$ cat src/rtl/cfg_dma_pkg.sv
package cfg_dma_pkg;

    localparam int WORD_W     = 32;
    localparam int CTL_ERR    = 0;
    localparam int CTL_READ   = 1;
    localparam int CTL_SKIP   = 2;
    localparam int CTL_SELECT = 3;
    localparam int KEY_LSB    = 16;
    localparam logic [63:0] SIGNATURE = 64'h5145_4D55_2043_4647;

    typedef enum logic [2:0] {
        S_IDLE,
        S_FETCH_REQ,
        S_FETCH_WAIT,
        S_SELECT,
        S_MOVE,
        S_MOVE_WAIT,
        S_STATUS_REQ,
        S_STATUS_WAIT
    } dma_state_e;

endpackage

$ cat src/rtl/cfg_dma_doorbell.sv
module cfg_dma_doorbell #(
    parameter int ADDR_W = 64
) (
    input  logic              clk,
    input  logic              rst_n,
    input  logic              wr,
    input  logic [2:0]        off,
    input  logic              wide,
    input  logic [ADDR_W-1:0] data,
    input  logic              busy,
    output logic              start,
    output logic [ADDR_W-1:0] start_addr
);
    localparam int HALF_W = ADDR_W / 2;

    logic [HALF_W-1:0] hi_q;
    logic hit_hi, hit_lo, hit_full;

    // Only three write shapes are decoded; everything else falls through.
    assign hit_hi   = wr && !wide && (off == 3'd0);
    assign hit_lo   = wr && !wide && (off == 3'd4);
    assign hit_full = wr &&  wide && (off == 3'd0);

    assign start      = !busy && (hit_lo || hit_full);
    assign start_addr = hit_full ? data : {hi_q, data[HALF_W-1:0]};

    always_ff @(posedge clk or negedge rst_n) begin
        if (!rst_n) begin
            hi_q <= '0;
        end else if (start) begin
            hi_q <= '0;
        end else if (!busy && hit_hi) begin
            hi_q <= data[HALF_W-1:0];
        end
    end
endmodule

$ cat src/rtl/cfg_dma_sig.sv
module cfg_dma_sig
    import cfg_dma_pkg::*;
(
    input  logic [2:0]  off,
    input  logic [3:0]  nbytes,
    output logic [63:0] data
);
    logic [6:0] lsh, rsh;

    assign lsh = {1'b0, off, 3'b000};
    assign rsh = 7'd64 - {nbytes, 3'b000};

    always_comb begin
        if (nbytes == 4'd0 || nbytes > 4'd8) data = '0;
        else                                 data = (SIGNATURE << lsh) >> rsh;
    end
endmodule

$ cat src/rtl/cfg_dma_engine.sv
module cfg_dma_engine
    import cfg_dma_pkg::*;
#(
    parameter int ADDR_W = 64,
    parameter int LEN_W  = 32,
    parameter int KEY_W  = 16
) (
    input  logic              clk,
    input  logic              rst_n,
    input  logic              reg_wr,
    input  logic [2:0]        reg_wr_off,
    input  logic              reg_wr_wide,
    input  logic [ADDR_W-1:0] reg_wr_data,
    input  logic [2:0]        reg_rd_off,
    input  logic [3:0]        reg_rd_bytes,
    output logic [63:0]       reg_rd_data,
    output logic              busy,
    output logic              done,
    output logic              mem_req,
    output logic              mem_we,
    output logic              mem_word,
    output logic [ADDR_W-1:0] mem_addr,
    output logic [WORD_W-1:0] mem_wdata,
    input  logic              mem_rsp,
    input  logic              mem_rsp_err,
    input  logic [WORD_W-1:0] mem_rdata,
    output logic              item_sel,
    output logic [KEY_W-1:0]  item_key,
    output logic              item_rd,
    input  logic [7:0]        item_byte,
    input  logic [LEN_W-1:0]  item_left
);
    localparam int HALF_W = ADDR_W / 2;

    dma_state_e        state, state_nx;
    logic [ADDR_W-1:0] base_q, cur_q, db_addr;
    logic [WORD_W-1:0] ctl_q;
    logic [LEN_W-1:0]  rem_q;
    logic [1:0]        fidx_q;
    logic              err_q, db_start, is_read, is_skip, have_byte;

    cfg_dma_doorbell #(.ADDR_W(ADDR_W)) u_doorbell (
        .clk(clk), .rst_n(rst_n), .wr(reg_wr), .off(reg_wr_off),
        .wide(reg_wr_wide), .data(reg_wr_data), .busy(busy),
        .start(db_start), .start_addr(db_addr)
    );

    cfg_dma_sig u_sig (.off(reg_rd_off), .nbytes(reg_rd_bytes), .data(reg_rd_data));

    assign is_read   = ctl_q[CTL_READ];
    assign is_skip   = !ctl_q[CTL_READ] && ctl_q[CTL_SKIP];
    assign have_byte = (item_left != '0);

    // Next-state logic
    always_comb begin
        state_nx = state;
        unique case (state)
            S_IDLE:        if (db_start) state_nx = S_FETCH_REQ;
            S_FETCH_REQ:   state_nx = S_FETCH_WAIT;
            S_FETCH_WAIT:  if (mem_rsp) begin
                               if (mem_rsp_err)          state_nx = S_STATUS_REQ;
                               else if (fidx_q != 2'd3)  state_nx = S_FETCH_REQ;
                               else if (ctl_q[CTL_SELECT]) state_nx = S_SELECT;
                               else                      state_nx = S_MOVE;
                           end
            S_SELECT:      state_nx = S_MOVE;
            S_MOVE:        if (rem_q == '0)  state_nx = S_STATUS_REQ;
                           else if (is_read) state_nx = S_MOVE_WAIT;
            S_MOVE_WAIT:   if (mem_rsp) state_nx = mem_rsp_err ? S_STATUS_REQ : S_MOVE;
            S_STATUS_REQ:  state_nx = S_STATUS_WAIT;
            S_STATUS_WAIT: if (mem_rsp) state_nx = S_IDLE;
            default:       state_nx = S_IDLE;
        endcase
    end

    // State register
    always_ff @(posedge clk or negedge rst_n) begin
        if (!rst_n) state <= S_IDLE;
        else        state <= state_nx;
    end

    // Descriptor and progress registers
    always_ff @(posedge clk or negedge rst_n) begin
        if (!rst_n) begin
            base_q <= '0; cur_q <= '0; ctl_q <= '0;
            rem_q  <= '0; fidx_q <= '0; err_q <= 1'b0;
        end else begin
            unique case (state)
                S_IDLE: if (db_start) begin
                    base_q <= db_addr;
                    fidx_q <= '0;
                    err_q  <= 1'b0;
                    ctl_q  <= '0;
                end
                S_FETCH_WAIT: if (mem_rsp) begin
                    if (mem_rsp_err) begin
                        err_q <= 1'b1;
                    end else begin
                        unique case (fidx_q)
                            2'd0:    ctl_q <= mem_rdata;
                            2'd1:    rem_q <= mem_rdata[LEN_W-1:0];
                            2'd2:    cur_q[ADDR_W-1:HALF_W] <= mem_rdata;
                            default: cur_q[HALF_W-1:0] <= mem_rdata;
                        endcase
                        fidx_q <= fidx_q + 2'd1;
                        // Neither read nor skip: nothing moves.
                        if (fidx_q == 2'd3 && !ctl_q[CTL_READ] && !ctl_q[CTL_SKIP])
                            rem_q <= '0;
                    end
                end
                S_MOVE: if (rem_q != '0 && !is_read) begin
                    // A skip past the item end consumes all that is left at once.
                    if (!have_byte) rem_q <= '0;
                    else            rem_q <= rem_q - 1'b1;
                end
                S_MOVE_WAIT: if (mem_rsp) begin
                    if (mem_rsp_err) begin
                        err_q <= 1'b1;
                    end else begin
                        rem_q <= rem_q - 1'b1;
                        cur_q <= cur_q + 1'b1;
                    end
                end
                default: ;
            endcase
        end
    end

    // Outputs
    always_comb begin
        mem_req   = 1'b0;
        mem_we    = 1'b0;
        mem_word  = 1'b1;
        mem_addr  = base_q;
        mem_wdata = '0;
        item_sel  = 1'b0;
        item_rd   = 1'b0;
        unique case (state)
            S_FETCH_REQ: begin
                mem_req  = 1'b1;
                mem_addr = base_q + ADDR_W'({fidx_q, 2'b00});
            end
            S_SELECT: item_sel = 1'b1;
            S_MOVE: if (rem_q != '0) begin
                item_rd = have_byte && (is_read || is_skip);
                if (is_read) begin
                    mem_req   = 1'b1;
                    mem_we    = 1'b1;
                    mem_word  = 1'b0;
                    mem_addr  = cur_q;
                    mem_wdata = {{(WORD_W-8){1'b0}}, have_byte ? item_byte : 8'h00};
                end
            end
            S_STATUS_REQ: begin
                mem_req   = 1'b1;
                mem_we    = 1'b1;
                mem_wdata = {{(WORD_W-1){1'b0}}, err_q};
            end
            default: ;
        endcase
    end

    assign item_key = ctl_q[KEY_LSB +: KEY_W];
    assign busy     = (state != S_IDLE);
    assign done     = (state == S_STATUS_WAIT) && mem_rsp;

endmodule

$ cat config.mk
export PLATFORM = sky130hd
export DESIGN_NAME = cfg_dma_engine
export DESIGN_NICKNAME = d
export VERILOG_FILES = /design/src/rtl/cfg_dma_pkg.sv /design/src/rtl/cfg_dma_doorbell.sv /design/src/rtl/cfg_dma_sig.sv /design/src/rtl/cfg_dma_engine.sv
export SDC_FILE = /design/constraint.sdc
export NUM_CORES = 1
export LEC_CHECK = 0
export BUFFER_PORTS_ARGS = -buffer_cell sky130_fd_sc_hd__buf_2
export CORE_MARGIN = 2
export CORE_UTILIZATION = 51
export CTS_CLUSTER_DIAMETER = 100
export DETAILED_ROUTE_END_ITERATION = 6
export PLACE_DENSITY_LB_ADDON = 0.08
export SLEW_MARGIN = 40
export SYNTH_ARGS = -nofsm -noshare
export SYNTH_HDL_FRONTEND = slang
export SYNTH_SLANG_ARGS = --single-unit
$ cat constraint.sdc
create_clock -name clk -period 2.8 [get_ports clk]
set_input_delay 0.42 -clock clk [delete_from_list [all_inputs] [get_ports clk]]
set_output_delay 0.42 -clock clk [all_outputs]
set_load 0.005 [all_outputs]
Word level (Yosys, flattened, before mapping):

Index checks and enable logic that the tools add are counted.

* $add $sub $neg: 5
* $mul: 0
* div/mod/pow operators: 0
* order comparisons: 1
* equality and inequality tests: 26
* shift operators: 2
* mux-type cells: 61
* bitwise gates (word level): 0
* reductions and logical operators: 44

Operators by type and width (count)
* 32-bit two-way mux: 16
* 64-bit two-way mux: 8
* 64-bit one-hot mux with 2 select lines: 2
* 32-bit one-hot mux with 3 select lines: 1
* 64-bit by 1-bit adder with 64-bit output, second input constant: 1
* 64-bit by 4-bit adder with 64-bit output: 1
* 32-bit one-hot mux with 2 select lines: 1
* 32-bit nonzero test: 2
* 63-bit by 6-bit << shifter with 64-bit output, first input constant: 1
* 64-bit by 7-bit >> shifter with 64-bit output: 1
* 32-bit zero test: 1
* 32-bit by 1-bit subtractor with 32-bit output, second input constant: 1
* 3-bit two-way mux: 9
* 8-bit two-way mux: 3
* 3-bit one-hot mux with 8 select lines: 1
* 2-bit != test, second input constant: 9
* 8-bit one-hot mux with 2 select lines: 1
* 3-bit equality test, second input constant: 5
* 1-bit logical AND: 13
* 6-bit AND reduction: 2
* 1-bit two-way mux: 11
* 5-bit AND reduction: 2
* 2-bit two-way mux: 4
* 2-bit by 1-bit != test with 1-bit output, second input constant: 4
* 23 further kinds: 39

* flip-flop bits (word level): 230
* bits in latches: 0
* bits in writable memories: 0
* ROM bits: 0
* input bits: 152
* output and inout bits: 183
* word-level logic and storage cells: 148
* memories: 0

Longest topological paths before layout:

* word-level depth: 7
* depth in mapped cells: 10
* mapped depth without buffers: 8

Hierarchy:

Synthesis repeated with hierarchy kept, for this count alone.

* cell total of the unflattened synthesis: 1974
* area, all modules: 16174.3 sq um

By module, submodules not included
* cfg_dma_engine: times used 1, cells an instance 1560, area an instance 12615.8 sq um, seq. area each 4629.4 sq um
* cfg_dma_doorbell: times used 1, cells an instance 144, area an instance 1879.3 sq um, seq. area each 800.8 sq um
* cfg_dma_sig: times used 1, cells an instance 270, area an instance 1679.1 sq um, seq. area each 0.0 sq um

Least setup slack after synthesis:

OpenSTA, ideal clock, no wires.

* kind: register to output
* start point: register fidx_q[1]
* end point: output mem_addr[59]
* data arrival time: 2454 ps
* required time: 2380 ps
* setup slack: -74 ps
* cell stages (with the launch flop): 8
* buffers on the path: 0
* cell sequence: dfrtp_1 > ha_1 > a21oi_1 > or4_1 > nor4_2 > nand2_1 > mux2i_1 > a221o_1

* cells in the longest elaborated chain, start to end: 2

RTL lines
* start, declared: line cfg_dma_engine.sv:39 `logic [1:0] fidx_q;`
* start signal, assigned: line cfg_dma_engine.sv:105 `fidx_q <= fidx_q + 2'd1;`
* 64-bit by 4-bit adder with 64-bit output: line cfg_dma_engine.sv:141 `mem_addr = base_q + ADDR_W'({fidx_q, 2'b00});`
* 64-bit one-hot mux with 2 select lines: line cfg_dma_engine.sv:138 `unique case (state)`
* end, declared: line cfg_dma_engine.sv:22 `output logic [ADDR_W-1:0] mem_addr,`

Every way passes these cells.

Final worst setup path:

* start point: register rem_q[16]
* end point: output mem_addr[23]

* cells in the longest elaborated chain, start to end: 3

RTL lines
* start, declared: line cfg_dma_engine.sv:38 `logic [LEN_W-1:0] rem_q;`
* start signal, assigned: line cfg_dma_engine.sv:101 `2'd1: rem_q <= mem_rdata[LEN_W-1:0];`
* start signal, assigned: line cfg_dma_engine.sv:114 `else rem_q <= rem_q - 1'b1;`
* start signal, assigned: line cfg_dma_engine.sv:120 `rem_q <= rem_q - 1'b1;`
* 32-bit nonzero test: line cfg_dma_engine.sv:144 `S_MOVE: if (rem_q != '0) begin`
* 64-bit two-way mux: line cfg_dma_engine.sv:144
* 64-bit one-hot mux with 2 select lines: line cfg_dma_engine.sv:138

Every way passes these cells.

==> flow_metrics.py <==
metrics = {
    "critical_path": {
        "rr_endpoint": "rem_q[6]",
        "path_max_fanout": 5,
        "crit_path_max_incr_delay_ns": 0.57,
        "critPathKind": "register to output port",
        "rr_worst_depth": 10,
        "crit_arrival_ns": 2.94,
        "crit_chain": "or4_4, nor4_4, nand4_1, and2_4, buf_12, buf_16, o31ai_2, buf_2",
        "endpoint_kind": "output port",
        "timing.rr.start": "rem_q[16]",
        "critical_path.top_delay_family": "simple AND/OR/NAND/NOR gates",
        "worst-path-buf-inv": 3,
        "slowest_stage": "or4_4",
        "cp.required_ns": 2.38,
        "start_kind": "register",
        "rrSetupSlack_ns": 0.18,
    },
    "sta": {
        "worstMarginPinSlew_ns": 0.646,
        "slew_viol_final": 0,
        "setup_viol_count_final": 76,
        "finalClockSkew_ns": 0.0178,
        "min_period_ns": 3.36,
        "grt_setup_unrepaired": "yes",
        "clock.fmax_mhz": 298,
        "relSlewSlack": 0.570,
        "setup_ws_ns": -0.556,
        "final_hold_viol_count": 0,
        "fin_crit_sh": 1.20,
        "finalSetupTns_ns": -33.71,
    },
    "drt": {
        "drt_pass1_iterations": 6,
        "routed_wl_um": 65600,
        "drt_iter0_markers": 2280,
        "avgViaCountPerCell": 6.35,
        "ant_nets": 0,
        "drt-wirelength-per-cell_um": 22.6,
        "remaining_drc_errors": 0,
        "vias": 18424,
    },
    "clocking": {
        "path_clk_slew_ns": 0.06,
        "clock_path_buffers": 3,
        "h-tree-depth": 1,
        "cts_tree": "done",
        "cts-root-buf": "clkbuf_16",
        "clk_latency_ns": 0.55,
        "cts.sinks": 217,
        "cts_buffers": 26,
    },
    "finish": {
        "insertedDiodeCount": 0,
        "area_delta_synth_final_pct": 34.4,
        "layout.nets": 2658,
        "fill_cells": 2574,
        "final_cell_mix": "nand2_1 (317), buf_2 (293), dfrtp_1 (216), nor2_1 (198), buf_4 (198)",
        "layout_commonest_cell": "nand2_1",
        "drive_above_1_share": 0.303,
        "final_util": 0.692,
    },
    "power": {
        "p_seq_frac": 0.328,
        "pwr-share-comb": 0.465,
        "p_leak_nw": 10.0,
        "clkPwrFrac": 0.208,
        "power.switching_mw": 7.33,
        "ir_drop_mv": 0.592,
        "power_density_nw_per_um2": 805,
        "internal_power_mw": 9.61,
        "finalPower_mw": 16.9,
        "swShare": 0.433,
    },
    "global_route": {
        "grt_max_degree": 98,
        "grt_usage": 0.394,
        "grt-ovfl-total": 0,
        "grt_pass1_wl_um": 97100,
        "grt_antenna_before_repair": 5,
        "grt_pass1_vias": 17024,
    },
    "synth": {
        "synthCells": 2066,
        "synth_compound_area_frac": 0.230,
        "yosysTopAreaCellShare": 0.347,
        "synth_xor_area_frac": 0.00336,
        "yosysWarnings": 0,
        "synthTopCellsByArea": "dfrtp_1 (35%), nand2_1 (8.4%), o21ai_0 (5.9%), nor2_1 (4.9%), mux2i_1 (4.8%)",
        "synth_top_family_by_area": "simple AND/OR/NAND/NOR gates",
        "synthAdderAreaFrac": 0.0149,
        "synth-seq-cells": 217,
        "synthArstFlopShare": 1.00,
        "synthMuxAreaShare": 0.0494,
        "yosys_most_used_dff": "dfrtp_1",
        "ys_types": 78,
        "yosys.area.top_type": "dfrtp_1",
        "synthesis.area_um2": 15700,
        "ys_seq_area_frac": 0.347,
        "synth-edff-count": 0,
        "syn_avg_cell_area_um2": 7.58,
        "yosys.area_share.simple": 0.287,
    },
    "hold_path": {
        "hp-class": "input pin to register",
        "worstHoldStart": "reg_wr_data[4]",
        "min_path_cells": 3,
        "holdPathEnd": "base_q[4]",
    },
    "run_status": {
        "violations": "negative setup slack",
        "outcome": "finished, violations left",
    },
    "floorplanning": {
        "die_h_um": 179,
        "die-area_um2": 32100,
        "die_w_um": 179,
        "io_pins": 335,
        "core_area_um2": 30400,
        "initial_core_util": 0.515,
        "placementRows": 64,
    },
    "job": {
        "max_cap_violations": 0,
    },
    "place": {
        "dp_hpwl_um": 48000,
        "gp_congestion": 1.02,
        "dp_worst_setup_slack_ns": -0.199,
        "placement.io_buffers": 302,
    },
}
-- per-stage QoR --
stage	hold slack (ns)	std cells	area, um2
3_5_place_dp	0.363	2826	18800
5_1_grt	0.0911	2901	21000
4_1_cts	0.0836	2896	20700
2_1_floorplan	0.124	2097	15800
6_report	0.101	2901	21000
3_3_place_gp	0.366	2826	18800
-- logic make-up (layout without fill, tap and decap cells) --
family | count (synthesis) | after routing
muxes | 77 | 77
AOI/OAI and AO/OA | 575 | 575
other | 1 | 32
adders and majority gates | 18 | 18
xor gates and xnor gates | 6 | 6
buffers and inverters | 223 | 631
and+or+nand+nor | 949 | 949
DFF | 217 | 217
-- worst max path at each step --
stage,startpoint,end,slack [ns],depth (start not counted)
global placement,base_q[3],mem_addr[43],-0.12,9
finish,rem_q[16],mem_addr[23],-0.56,8
CTS,fidx_q[1],mem_addr[59],-0.53,9
floorplan,fidx_q[1],mem_addr[59],-0.0009,7
detailed placement,fidx_q[1],mem_addr[43],-0.20,9
global route,base_q[2],mem_addr[52],-0.63,9
-- repair_timing --
| item | CTS | global route |
|---|---|---|
| setup endpoints to repair | 76 | 80 |
| hold buffers | 1 | 0 |
| hold endpoints to repair | 46 | 0 |
| gates cloned | 8 | 1 |
| resized for setup | 157 | 83 |
| pin swaps | 74 | 46 |
| setup buffers | 16 | 8 |
-- synthesized netlist by cell type, types with 9 or more instances --
cell type and count:
a21o_1 9, a21oi_1 135, a221o_1 11, a22oi_1 14, a2bb2oi_1 15, a31oi_1 32, a32oi_1 10, and2_1 26
and3_1 24, and4_1 20, buf_1 14, buf_2 12, buf_4 52, clkbuf_1 112, dfrtp_1 217, ha_1 17
inv_1 30, mux2i_1 75, nand2_1 352, nand2b_1 13, nand3_1 95, nand4_1 56, nor2_1 205, nor3_1 54
nor4_1 33, o211ai_1 36, o21a_1 9, o21ai_0 185, o22a_1 14, o22ai_1 28, o2bb2ai_1 11, or2_2 10
or3_1 19, or4_1 10
-- worst min-delay path: cells and delay by family --
kind	cells	cell delay [ns]
and+or+nand+nor	2	0.09
buffers and inverters	1	0.09
-- registers in the layout, indices dropped and copies added (netlist names) --
name,flops
cur_q,64
base_q,64
ctl_q,19
fidx_q,2
u_doorbell.hi_q,32
state,3
err_q,1
rem_q,32
-- area by class of cell --
cell class | instances | area [um2] | share of cell area
multi-input cells | 1657 | 10100 | 0.481
flip-flops and latches | 217 | 5430 | 0.258
repair buffers | 555 | 4000 | 0.190
clock buffers | 36 | 739 | 0.0351
well taps | 396 | 495 | 0.0235
inverters | 31 | 129 | 0.00612
clock inverters | 9 | 126 | 0.00601
-- per-layer routing --
metal | part of all wire | track usage
met5 | 0.00043 | 0
met2 | 0.46 | 0.642
met1 | 0.38 | 0.500
met3 | 0.096 | 0.0628
met4 | 0.065 | 0.216
-- power groups by stage --
stage               Clock [mW]  Sequential (mW)  Combinational (mW)
floorplan                    0             5.07                4.16
global placement             0             5.40                7.00
detailed placement           0             5.42                7.16
CTS                       3.55             5.45                7.55
global route              3.67             5.63                8.50
finish                    3.52             5.55                7.87
No activity file was read; power rests on OpenSTA's default activity.
